File: config.mk
export PLATFORM = sky130hd
export DESIGN_NAME = ptp_tod_counter
export DESIGN_NICKNAME = d
export VERILOG_FILES = /design/src/rtl/ptp_tod_pkg.sv /design/src/rtl/ptp_rst_sync.sv /design/src/rtl/ptp_ns_accum.sv /design/src/rtl/ptp_sec_counter.sv /design/src/rtl/ptp_pps_gen.sv /design/src/rtl/ptp_tod_counter.sv
export SDC_FILE = /design/constraint.sdc
export NUM_CORES = 1
export LEC_CHECK = 0
export ABC_CLOCK_PERIOD_IN_PS = 10400
export BUFFER_PORTS_ARGS = -buffer_cell sky130_fd_sc_hd__buf_2
export CORE_MARGIN = 2
export CORE_UTILIZATION = 54
export CTS_CLUSTER_SIZE = 10
export DETAILED_ROUTE_END_ITERATION = 10
export PLACE_DENSITY = 0.84
export SYNTH_ARGS = -nofsm -noshare
export SYNTH_HDL_FRONTEND = slang
export SYNTH_SLANG_ARGS = --single-unit
File: constraint.sdc
create_clock -name clk -period 10.4 [get_ports clk]
set_clock_uncertainty 0.05 [all_clocks]
set_input_delay 1.56 -clock clk [delete_from_list [all_inputs] [get_ports clk]]
set_output_delay 1.56 -clock clk [all_outputs]
set_load 0.01 [all_outputs]
File: src/rtl/ptp_tod_pkg.sv
package ptp_tod_pkg;
  localparam int unsigned NS_PER_SEC = 32'd1_000_000_000;
  localparam int unsigned DEF_NS_W = 30;
  localparam int unsigned DEF_FRAC_W = 32;
  localparam int unsigned DEF_COMP_INT_W = 32;
  localparam int unsigned DEF_SEC_W = 32;
  localparam int unsigned DEF_HALF_W = 32;
  localparam int unsigned STAMP_NS_W = 32;
endpackage

File: src/rtl/ptp_rst_sync.sv
module ptp_rst_sync #(
  parameter int unsigned STAGES = 2
) (
  input  logic clk,
  input  logic rst_n,
  output logic rst_sync_n
);
  logic [STAGES-1:0] sync_q;

  always_ff @(posedge clk or negedge rst_n) begin
    if (!rst_n) begin
      sync_q <= '0;
    end else begin
      sync_q <= {sync_q[STAGES-2:0], 1'b1};
    end
  end

  assign rst_sync_n = sync_q[STAGES-1];
endmodule

File: src/rtl/ptp_ns_accum.sv
module ptp_ns_accum
  import ptp_tod_pkg::*;
#(
  parameter int unsigned NS_W       = DEF_NS_W,
  parameter int unsigned FRAC_W     = DEF_FRAC_W,
  parameter int unsigned COMP_INT_W = DEF_COMP_INT_W,
  parameter logic [COMP_INT_W+FRAC_W-1:0] COMP_RESET = '0,
  localparam int unsigned COMP_W    = COMP_INT_W + FRAC_W
) (
  input  logic              clk,
  input  logic              rst_n,
  input  logic              comp_wr_en,
  input  logic [COMP_W-1:0] comp_wr_data,
  input  logic              load_en,
  input  logic [NS_W-1:0]   load_ns,
  output logic [COMP_W-1:0] comp_q,
  output logic [NS_W-1:0]   ns_q,
  output logic [FRAC_W-1:0] frac_q,
  output logic [NS_W-1:0]   ns_d,
  output logic [FRAC_W-1:0] frac_d,
  output logic              wrap
);
  localparam int unsigned ISUM_W = COMP_INT_W + 1;
  localparam logic [ISUM_W-1:0] NS_LIM = ISUM_W'(NS_PER_SEC);

  logic [FRAC_W:0]   frac_sum;
  logic [ISUM_W-1:0] int_sum;
  logic              crossed;

  // next-state: add increment, subtract one second when the limit is reached
  always_comb begin
    frac_sum = {1'b0, frac_q} + {1'b0, comp_q[FRAC_W-1:0]};
    int_sum  = ISUM_W'(ns_q) + ISUM_W'(comp_q[COMP_W-1:FRAC_W])
             + ISUM_W'(frac_sum[FRAC_W]);
    crossed  = (int_sum >= NS_LIM);
    if (load_en) begin
      ns_d   = load_ns;
      frac_d = '0;
      wrap   = 1'b0;
    end else if (crossed) begin
      ns_d   = NS_W'(int_sum - NS_LIM);
      frac_d = frac_sum[FRAC_W-1:0];
      wrap   = 1'b1;
    end else begin
      ns_d   = NS_W'(int_sum);
      frac_d = frac_sum[FRAC_W-1:0];
      wrap   = 1'b0;
    end
  end

  always_ff @(posedge clk or negedge rst_n) begin
    if (!rst_n) begin
      ns_q   <= '0;
      frac_q <= '0;
    end else begin
      ns_q   <= ns_d;
      frac_q <= frac_d;
    end
  end

  always_ff @(posedge clk or negedge rst_n) begin
    if (!rst_n) begin
      comp_q <= COMP_RESET;
    end else if (comp_wr_en) begin
      comp_q <= comp_wr_data;
    end
  end
endmodule

File: src/rtl/ptp_sec_counter.sv
module ptp_sec_counter #(
  parameter int unsigned SEC_W = 32
) (
  input  logic             clk,
  input  logic             rst_n,
  input  logic             inc,
  input  logic             load_en,
  input  logic [SEC_W-1:0] load_sec,
  output logic [SEC_W-1:0] sec_q,
  output logic             tick_q
);
  logic             sec_en;
  logic [SEC_W-1:0] sec_d;

  always_comb begin
    sec_en = load_en | inc;
    sec_d  = load_en ? load_sec : sec_q + SEC_W'(1);
  end

  always_ff @(posedge clk or negedge rst_n) begin
    if (!rst_n) begin
      sec_q <= '0;
    end else if (sec_en) begin
      sec_q <= sec_d;
    end
  end

  always_ff @(posedge clk or negedge rst_n) begin
    if (!rst_n) begin
      tick_q <= 1'b0;
    end else begin
      tick_q <= inc & ~load_en;
    end
  end
endmodule

File: src/rtl/ptp_pps_gen.sv
module ptp_pps_gen #(
  parameter int unsigned NS_W       = 30,
  parameter int unsigned FRAC_W     = 32,
  parameter int unsigned COMP_INT_W = 32,
  parameter int unsigned HALF_W     = 32,
  parameter logic [HALF_W-1:0] HI_RESET = '0,
  parameter logic [HALF_W-1:0] LO_RESET = '0,
  localparam int unsigned COMP_W    = COMP_INT_W + FRAC_W
) (
  input  logic              clk,
  input  logic              rst_n,
  input  logic              cfg_wr_en,
  input  logic [HALF_W-1:0] cfg_hi_ns,
  input  logic [HALF_W-1:0] cfg_lo_ns,
  input  logic [COMP_W-1:0] comp_q,
  input  logic              resync,
  input  logic [NS_W-1:0]   resync_ns,
  input  logic [FRAC_W-1:0] resync_frac,
  output logic              pps_out
);
  localparam int unsigned PH_W  = HALF_W + 1;
  localparam int unsigned ADV_W = (PH_W > COMP_INT_W ? PH_W : COMP_INT_W) + 1;

  logic [HALF_W-1:0] hi_q, lo_q;
  logic [PH_W-1:0]   phase_int_q, phase_int_d;
  logic [FRAC_W-1:0] phase_frac_q, phase_frac_d;
  logic [PH_W-1:0]   period;
  logic [FRAC_W:0]   frac_sum;
  logic [ADV_W-1:0]  adv;

  always_comb begin
    period   = PH_W'(hi_q) + PH_W'(lo_q);
    frac_sum = {1'b0, phase_frac_q} + {1'b0, comp_q[FRAC_W-1:0]};
    adv      = ADV_W'(phase_int_q) + ADV_W'(comp_q[COMP_W-1:FRAC_W])
             + ADV_W'(frac_sum[FRAC_W]);
    if (resync) begin
      phase_int_d  = PH_W'(resync_ns);
      phase_frac_d = resync_frac;
    end else if (adv >= ADV_W'(period)) begin
      phase_int_d  = PH_W'(adv - ADV_W'(period));
      phase_frac_d = frac_sum[FRAC_W-1:0];
    end else begin
      phase_int_d  = PH_W'(adv);
      phase_frac_d = frac_sum[FRAC_W-1:0];
    end
  end

  always_ff @(posedge clk or negedge rst_n) begin
    if (!rst_n) begin
      phase_int_q  <= '0;
      phase_frac_q <= '0;
    end else begin
      phase_int_q  <= phase_int_d;
      phase_frac_q <= phase_frac_d;
    end
  end

  always_ff @(posedge clk or negedge rst_n) begin
    if (!rst_n) begin
      hi_q <= HI_RESET;
      lo_q <= LO_RESET;
    end else if (cfg_wr_en) begin
      hi_q <= cfg_hi_ns;
      lo_q <= cfg_lo_ns;
    end
  end

  assign pps_out = (phase_int_q < PH_W'(hi_q));
endmodule

File: src/rtl/ptp_tod_counter.sv
module ptp_tod_counter
  import ptp_tod_pkg::*;
#(
  parameter int unsigned SYNC_STAGES = 2,
  parameter int unsigned NS_W        = DEF_NS_W,
  parameter int unsigned FRAC_W      = DEF_FRAC_W,
  parameter int unsigned COMP_INT_W  = DEF_COMP_INT_W,
  parameter int unsigned SEC_W       = DEF_SEC_W,
  parameter int unsigned HALF_W      = DEF_HALF_W,
  parameter logic [COMP_INT_W+FRAC_W-1:0] COMP_RESET = 64'h0000_0008_0000_0000,
  parameter logic [HALF_W-1:0] PPS_HI_RESET = 32'd500_000_000,
  parameter logic [HALF_W-1:0] PPS_LO_RESET = 32'd500_000_000,
  localparam int unsigned COMP_W  = COMP_INT_W + FRAC_W,
  localparam int unsigned STAMP_W = SEC_W + STAMP_NS_W
) (
  input  logic               clk,
  input  logic               rst_n,
  input  logic               comp_wr_en,
  input  logic [COMP_W-1:0]  comp_wr_data,
  input  logic               load_en,
  input  logic [SEC_W-1:0]   load_sec,
  input  logic [NS_W-1:0]    load_ns,
  input  logic               pps_wr_en,
  input  logic [HALF_W-1:0]  pps_hi_ns,
  input  logic [HALF_W-1:0]  pps_lo_ns,
  input  logic               snap_req,
  output logic               snap_valid,
  output logic [STAMP_W-1:0] snap_ts,
  output logic               sec_tick,
  output logic               pps_out
);
  logic              rst_sync_n;
  logic [COMP_W-1:0] comp_q;
  logic [NS_W-1:0]   ns_q, ns_d;
  logic [FRAC_W-1:0] frac_q, frac_d;
  logic              wrap;
  logic [SEC_W-1:0]  sec_q;
  logic              pps_resync;
  logic [STAMP_W-1:0] snap_d;

  ptp_rst_sync #(.STAGES(SYNC_STAGES)) u_rst_sync (
    .clk        (clk),
    .rst_n      (rst_n),
    .rst_sync_n (rst_sync_n)
  );

  ptp_ns_accum #(
    .NS_W       (NS_W),
    .FRAC_W     (FRAC_W),
    .COMP_INT_W (COMP_INT_W),
    .COMP_RESET (COMP_RESET)
  ) u_ns_accum (
    .clk          (clk),
    .rst_n        (rst_sync_n),
    .comp_wr_en   (comp_wr_en),
    .comp_wr_data (comp_wr_data),
    .load_en      (load_en),
    .load_ns      (load_ns),
    .comp_q       (comp_q),
    .ns_q         (ns_q),
    .frac_q       (frac_q),
    .ns_d         (ns_d),
    .frac_d       (frac_d),
    .wrap         (wrap)
  );

  ptp_sec_counter #(.SEC_W(SEC_W)) u_sec_counter (
    .clk      (clk),
    .rst_n    (rst_sync_n),
    .inc      (wrap),
    .load_en  (load_en),
    .load_sec (load_sec),
    .sec_q    (sec_q),
    .tick_q   (sec_tick)
  );

  assign pps_resync = load_en | wrap;

  ptp_pps_gen #(
    .NS_W       (NS_W),
    .FRAC_W     (FRAC_W),
    .COMP_INT_W (COMP_INT_W),
    .HALF_W     (HALF_W),
    .HI_RESET   (PPS_HI_RESET),
    .LO_RESET   (PPS_LO_RESET)
  ) u_pps_gen (
    .clk         (clk),
    .rst_n       (rst_sync_n),
    .cfg_wr_en   (pps_wr_en),
    .cfg_hi_ns   (pps_hi_ns),
    .cfg_lo_ns   (pps_lo_ns),
    .comp_q      (comp_q),
    .resync      (pps_resync),
    .resync_ns   (ns_d),
    .resync_frac (frac_d),
    .pps_out     (pps_out)
  );

  // both fields captured from the same register edge
  assign snap_d = {sec_q, STAMP_NS_W'(ns_q)};

  always_ff @(posedge clk or negedge rst_sync_n) begin
    if (!rst_sync_n) begin
      snap_ts <= '0;
    end else if (snap_req) begin
      snap_ts <= snap_d;
    end
  end

  always_ff @(posedge clk or negedge rst_sync_n) begin
    if (!rst_sync_n) begin
      snap_valid <= 1'b0;
    end else begin
      snap_valid <= snap_req;
    end
  end
endmodule

# Word level (Yosys, flattened, before mapping)
# Index checks and enable logic that the tools add are counted.
dict set report word_totals {
  regBits 353
  latch_bits 0
  mem_bits_rw 0
  mem_bits_ro 0
  output_inout_bits 67
  wordCells 37
  memories 0
}
dict set report op_classes {
  n_addsub 10
  mul 0
  div_mod_pow 0
  magnitude_cmp 3
  n_eq_ne 0
  shifts 0
  mux 9
  bitwise_logic 3
  reduce_logical 0
}
# operator n
set ops {}
lappend ops {{$add A32 B32 Y33} 3}
lappend ops {{$mux W32} 3}
lappend ops {{$mux W33} 2}
lappend ops {{$mux W30} 2}
lappend ops {{$add A33 B32 Y34} 1}
lappend ops {{$add A34 B1 Y34} 1}
lappend ops {{$ge A34 B33 Y1} 1}
lappend ops {{$add A30 B32 Y33} 1}
lappend ops {{$add A33 B1 Y33} 1}
lappend ops {{$ge A33 B30 Y1 const B} 1}
lappend ops {{$lt A33 B32 Y1} 1}
lappend ops {{$sub A33 B33 Y33} 1}
lappend ops {{$add A32 B1 Y32 const B} 1}
lappend ops {{$sub A30 B30 Y30 const B} 1}
lappend ops {{$mux W1} 2}
lappend ops {{$and A1 B1 Y1} 1}
lappend ops {{$not A1 Y1} 1}
lappend ops {{$or A1 B1 Y1} 1}

# Depth between registers and ports, before layout
dict set report depth {
  word_depth 7
  mapped_depth 41
}

# By module
# Synthesis repeated with hierarchy kept, for this count alone.
dict set report hier_totals {
  hier_cells 2686
  area_unflattened_um2 25649.6
}
# mod n_inst cells_per_inst area_per_inst_um2 seq_area_each_um2
set by_module_without_submodules {}
lappend by_module_without_submodules {ptp_pps_gen 1 1421 12324.3 3260.6}
lappend by_module_without_submodules {ptp_ns_accum 1 911 8659.6 3154.3}
lappend by_module_without_submodules {ptp_tod_counter 1 136 2656.3 1576.5}
lappend by_module_without_submodules {ptp_sec_counter 1 215 1955.6 825.8}
lappend by_module_without_submodules {ptp_rst_sync 1 3 53.8 50.0}

# Worst setup path after synthesis
# Ideal clock, no wire load.
dict set report synth_path {
  path_type {register -> register}
  start {reg u_ns_accum.comp_q[0]}
  end {reg u_pps_gen.phase_int_q[19]}
  arrival_ps 7981
  slack_ps 2245
  path_stages_with_launch 41
  path_cell_list {dfrtp_1 ha_1 fa_1 a21oi_1 o211ai_1 nand3_1 o21ai_1 a311oi_1 nor2_1 o41ai_1 o211ai_1 o41ai_1 nor2b_1 o21ai_0 nand2b_1 fa_1 a211o_1 a2111oi_0 [... 5 more ...] a211o_1 o21ai_0 nand3_1 a2bb2oi_1 nand2_1 ha_1 nand2_1 nor3_1 nand3_1 nand2_1 a221oi_1 o21ai_0 o21ba_2 buf_2 buf_2 mux2i_1 nor2_1 o31a_1}
}
dict set report synth_between {
  elab_chain_cells 7
  word_cells_on_any_way 15
  cone_classes {add/sub: 6; order compare: 2; mux: 6; bitwise: 1}
}
# item line_no
set synth_rtl {}
lappend synth_rtl {{from (decl)} ptp_ns_accum.sv:16} ;# output logic [COMP_W-1:0] comp_q,
lappend synth_rtl {{from (signal assigned)} ptp_ns_accum.sv:65} ;# comp_q <= comp_wr_data;
lappend synth_rtl {{$add A32 B32 Y33} ptp_ns_accum.sv:32} ;# frac_sum = {1'b0, frac_q} + {1'b0, comp_q[FRAC_W-1:0]};
lappend synth_rtl {{$add A33 B1 Y33} ptp_ns_accum.sv:34} ;# + ISUM_W'(frac_sum[FRAC_W]);
lappend synth_rtl {{$ge A33 B30 Y1} ptp_ns_accum.sv:35} ;# crossed = (int_sum >= NS_LIM);
lappend synth_rtl {{$mux W1} ptp_ns_accum.sv:40} ;# end else if (crossed) begin
lappend synth_rtl {{$mux W1} ptp_ns_accum.sv:36} ;# if (load_en) begin
lappend synth_rtl {{$or A1 B1 Y1} ptp_tod_counter.sv:77} ;# assign pps_resync = load_en | wrap;
lappend synth_rtl {{$mux W33 *} ptp_pps_gen.sv:36} ;# if (resync) begin
lappend synth_rtl {{named net u_pps_gen.phase_int_d[19]} ptp_pps_gen.sv:25} ;# logic [PH_W-1:0] phase_int_q, phase_int_d;
lappend synth_rtl {{to (signal assigned)} ptp_pps_gen.sv:53} ;# phase_int_q <= phase_int_d;
lappend synth_rtl {{to (decl)} ptp_pps_gen.sv:25}
# The timed path passes the listed nets; every way through them passes the cells marked *.
# A chain may end at the register's enable or synchronous reset.

# Worst setup path in the final report
dict set report layout_path {
  start {reg u_ns_accum.comp_q[0]}
  end {reg u_pps_gen.phase_int_q[0]}
}
# Same word-level chain as after synthesis.

==> flow_summary.yaml <==
run_status:
  status: "completed"
yosys:
  synthArstFlopShare_pct: 100.0
  syn_inst: 2594
  synth_warnings: 0
  synth_flop_cell: "dfrtp_1"
  ys_seq_area_share_pct: 36.14
  ys_ff_latch: 353
  synth_area_sq_um: 24540
  synth_cell_type_count: 86
  synth_area_per_cell_sq_um: 9.459
  synth_edf_count: 0
floorplan:
  die_area_sq_um: 47160
  fp.dieW_microns: 217.2
  core_sq_um: 45090
  std_cell_rows: 78
  fp.dieH_microns: 217.2
  ios: 263
  start_util_pct: 54.42
finish:
  multi_input_area_sq_um: 15000
  fin_nets: 3263
  final_common_cell: "dfrtp_1"
  syn_to_final_growth_pct: 12.80
  fillCellCount: 3723
  stdcell_count: 3461
  final_cell_mix: "dfrtp_1, buf_2, nand2_1, ha_1, o21ai_0"
  postLayoutCellArea_sq_um: 27680
  utilization_pct: 61.39
  drive_above_1_share_pct: 19.86
  ff_latch_area_sq_um: 8871
cts:
  clk_latency_ps: 580
  cts.sinks: 353
  ctsHoldBuffers: 0
  path_clk_slew_ps: 60
  root_buffer: "clkbuf_16"
  cts_buffer_depth: 3
  cts_max_level: 2
  tritoncts: "done"
  postCtsSetupBuffers: 0
  cts_buffers: 43
setup_path:
  crit_type: "flip-flop to flip-flop"
  critPathMaxFanout: 15
  critPathSlowestCell: "a2111oi_1"
  r2r-end: "u_pps_gen.phase_int_q[0]$_DFF_PN0_"
  cp-start-kind: "flip-flop"
  worstPathArrival_ps: 10110
  cp.required_ps: 10840
  reg2reg_slack_ps: 730
  critPathMostFrequentCell: "o21ai_0"
  reg2reg_from: "u_ns_accum.comp_q[0]$_DFFE_PN0P_"
  slowest_delay_ps: 550
  reg2regPathDepth: 38
  cp-end-kind: "flip-flop"
place:
  dpl_cell_area_sq_um: 26410
  io_buffers: 260
  dp.cells: 3391
  dp_hpwl_microns: 51000
  place.gp.congestion: 1.042
global_routing:
  grt_pass1_wl_microns: 107900
  grt_util_all_layers_pct: 28.54
  grt_max_degree: 165
  antenna_found_initial: 1
  grt_overflow_total: 0
  grt_pass1_vias: 21099
power_and_ir_drop:
  switching_share_pct: 47.18
  cellPowerDensity_nw_per_um2: 375.2
  p_sw_w: 0.004900
  p_leak_nw: 12.93
  combPwrFrac_pct: 66.8
  p_int_w: 0.005485
  clock_power_share_pct: 13.3
  vdd_drop_max_mv: 0.2560
  seq_power_share_pct: 19.9
worst_hold_path:
  hold_class: "flip-flop to asynchronous set/reset pin"
timing:
  slew_viol_final: 0
  min_period_over_period_pct: 93.03
  tns_ps: 0
  hold_viol_final: 0
  fin_crit_ps: 9675
  whs_ps: 266.7
  setup_viol: 0
  slew_headroom_pct: 31.33
  worst_pin_slew_ps: 1030
  clock.fmax_mhz: 103.4
  grt_setup_unrepaired: "no"
detailed_routing:
  first_iter_violations: 1792
  drc: 0
  routedWlPerCell_microns: 19.65
  vias: 20950
  finalWirelength_microns: 68010
  drtAntennaViolNets: 0
  vias_per_cell: 6.053
  drt-pass1-iter-count: 8
flow_run:
  drv_cap: 0
==> how the worst max path moves through the flow <==
stage,start,endpoint,cells after the start
after floorplan,u_ns_accum.comp_q[0]$_DFFE_PN0P_,u_pps_gen.phase_int_q[19]$_DFF_PN0_,40
after global placement,u_ns_accum.comp_q[0]$_DFFE_PN0P_,u_pps_gen.phase_int_q[1]$_DFF_PN0_,38
after detailed placement,u_ns_accum.comp_q[0]$_DFFE_PN0P_,u_pps_gen.phase_int_q[0]$_DFF_PN0_,38
after CTS,u_ns_accum.comp_q[0]$_DFFE_PN0P_,u_pps_gen.phase_int_q[0]$_DFF_PN0_,38
after global routing,u_ns_accum.comp_q[0]$_DFFE_PN0P_,u_pps_gen.phase_int_q[0]$_DFF_PN0_,38
final,u_ns_accum.comp_q[0]$_DFFE_PN0P_,u_pps_gen.phase_int_q[0]$_DFF_PN0_,38
==> logic make-up (layout without fill, tap and decap cells) <==
kind of cell / count (synthesis) / count (layout) / synth area share [%]
AO/OA/AOI/OAI: 717 / 718 / 18.74
XOR/XNOR: 217 / 217 / 7.746
adder cells (fa/ha/maj): 230 / 230 / 11.97
buffers and inverters: 181 / 445 / 2.937
flip-flops: 353 / 353 / 36.14
multiplexers: 200 / 200 / 9.067
other: 2 / 4 / 0.03061
AND/OR/NAND/NOR: 694 / 694 / 13.37
==> state kept, by name (all words and copies together), names as in the netlist <==
name / flops
snap_ts: 62
snap_valid: 1
u_ns_accum.comp_q: 64
u_ns_accum.frac_q: 32
u_ns_accum.ns_q: 30
u_pps_gen.hi_q: 32
u_pps_gen.lo_q: 32
u_pps_gen.phase_frac_q: 32
u_pps_gen.phase_int_q: 33
u_rst_sync.sync_q: 2
u_sec_counter.sec_q: 32
u_sec_counter.tick_q: 1
==> cell usage after synthesis, types with 36 or more instances <==
master / instances / area [sq um]
clkbuf_1: 50 / 187.7
mux2_2: 178 / 2004
o21a_1: 36 / 270.3
inv_1: 101 / 379.1
nand2_1: 243 / 912.1
o21ai_0: 193 / 965.9
nand3_1: 37 / 185.2
nand2b_1: 49 / 306.5
nor3_1: 47 / 235.2
dfrtp_1: 326 / 8158
a21oi_1: 182 / 910.9
xor2_1: 85 / 744.5
nand4_1: 36 / 225.2
xnor2_1: 132 / 1156
nor2_1: 171 / 641.9
ha_1: 222 / 2778
a21o_1: 92 / 690.7
==> final cells by class <==
type                            instances  share of cell area [%]
Multi-Input combinational cell       2062                   54.21
Clock buffer                           60                   4.191
Inverter                              102                   1.383
Sequential cell                       353                   32.05
Timing Repair Buffer                  275                   5.163
Clock inverter                          8                  0.2848
Antenna cell                            1                0.009041
Tap cell                              600                   2.712
==> metrics by stage <==
stage          total power, W  setup slack (ps)
2_1_floorplan        0.007226              2245
3_3_place_gp         0.008619             688.5
3_5_place_dp         0.008799             291.9
4_1_cts               0.01027             191.4
5_1_grt               0.01119             99.65
6_report              0.01039             725.0
==> routing by layer <==
metal  up-vias  wire length (microns)  global-route usage [%]
li1       9829                      -                       -
met1     10169                  28210                   36.36
met2       778                  32100                   47.58
met3       174                   4606                   4.668
met4         0                   3093                   13.24
met5         -                      0                       0
==> worst max-delay path, delay by kind of cell, from the launching register on <==
family / cells / cell delay [ps]
multiplexers: 1 / 350
AND/OR/NAND/NOR: 11 / 1360
adder cells (fa/ha/maj): 4 / 1430
flip-flops: 1 / 400
AO/OA/AOI/OAI: 21 / 5670
buffers and inverters: 1 / 270
==> repair_timing <==
| item | in CTS | in global routing |
|---|---|---|
| setup endpoints to repair | 0 | 33 |
| endpoints found under the hold margin | 0 | 0 |
| resized for setup | 0 | 3 |
==> power by group through the flow <==
stage | logic (W) | clock network (W) | registers (W)
2_1_floorplan | 0.00521 | 0 | 0.00201
3_3_place_gp | 0.00655 | 0 | 0.00207
6_report | 0.00694 | 0.00138 | 0.00207
5_1_grt | 0.00763 | 0.00146 | 0.00210
3_5_place_dp | 0.00672 | 0 | 0.00208
4_1_cts | 0.00679 | 0.00141 | 0.00206
Power figures use the tool's default switching activity.
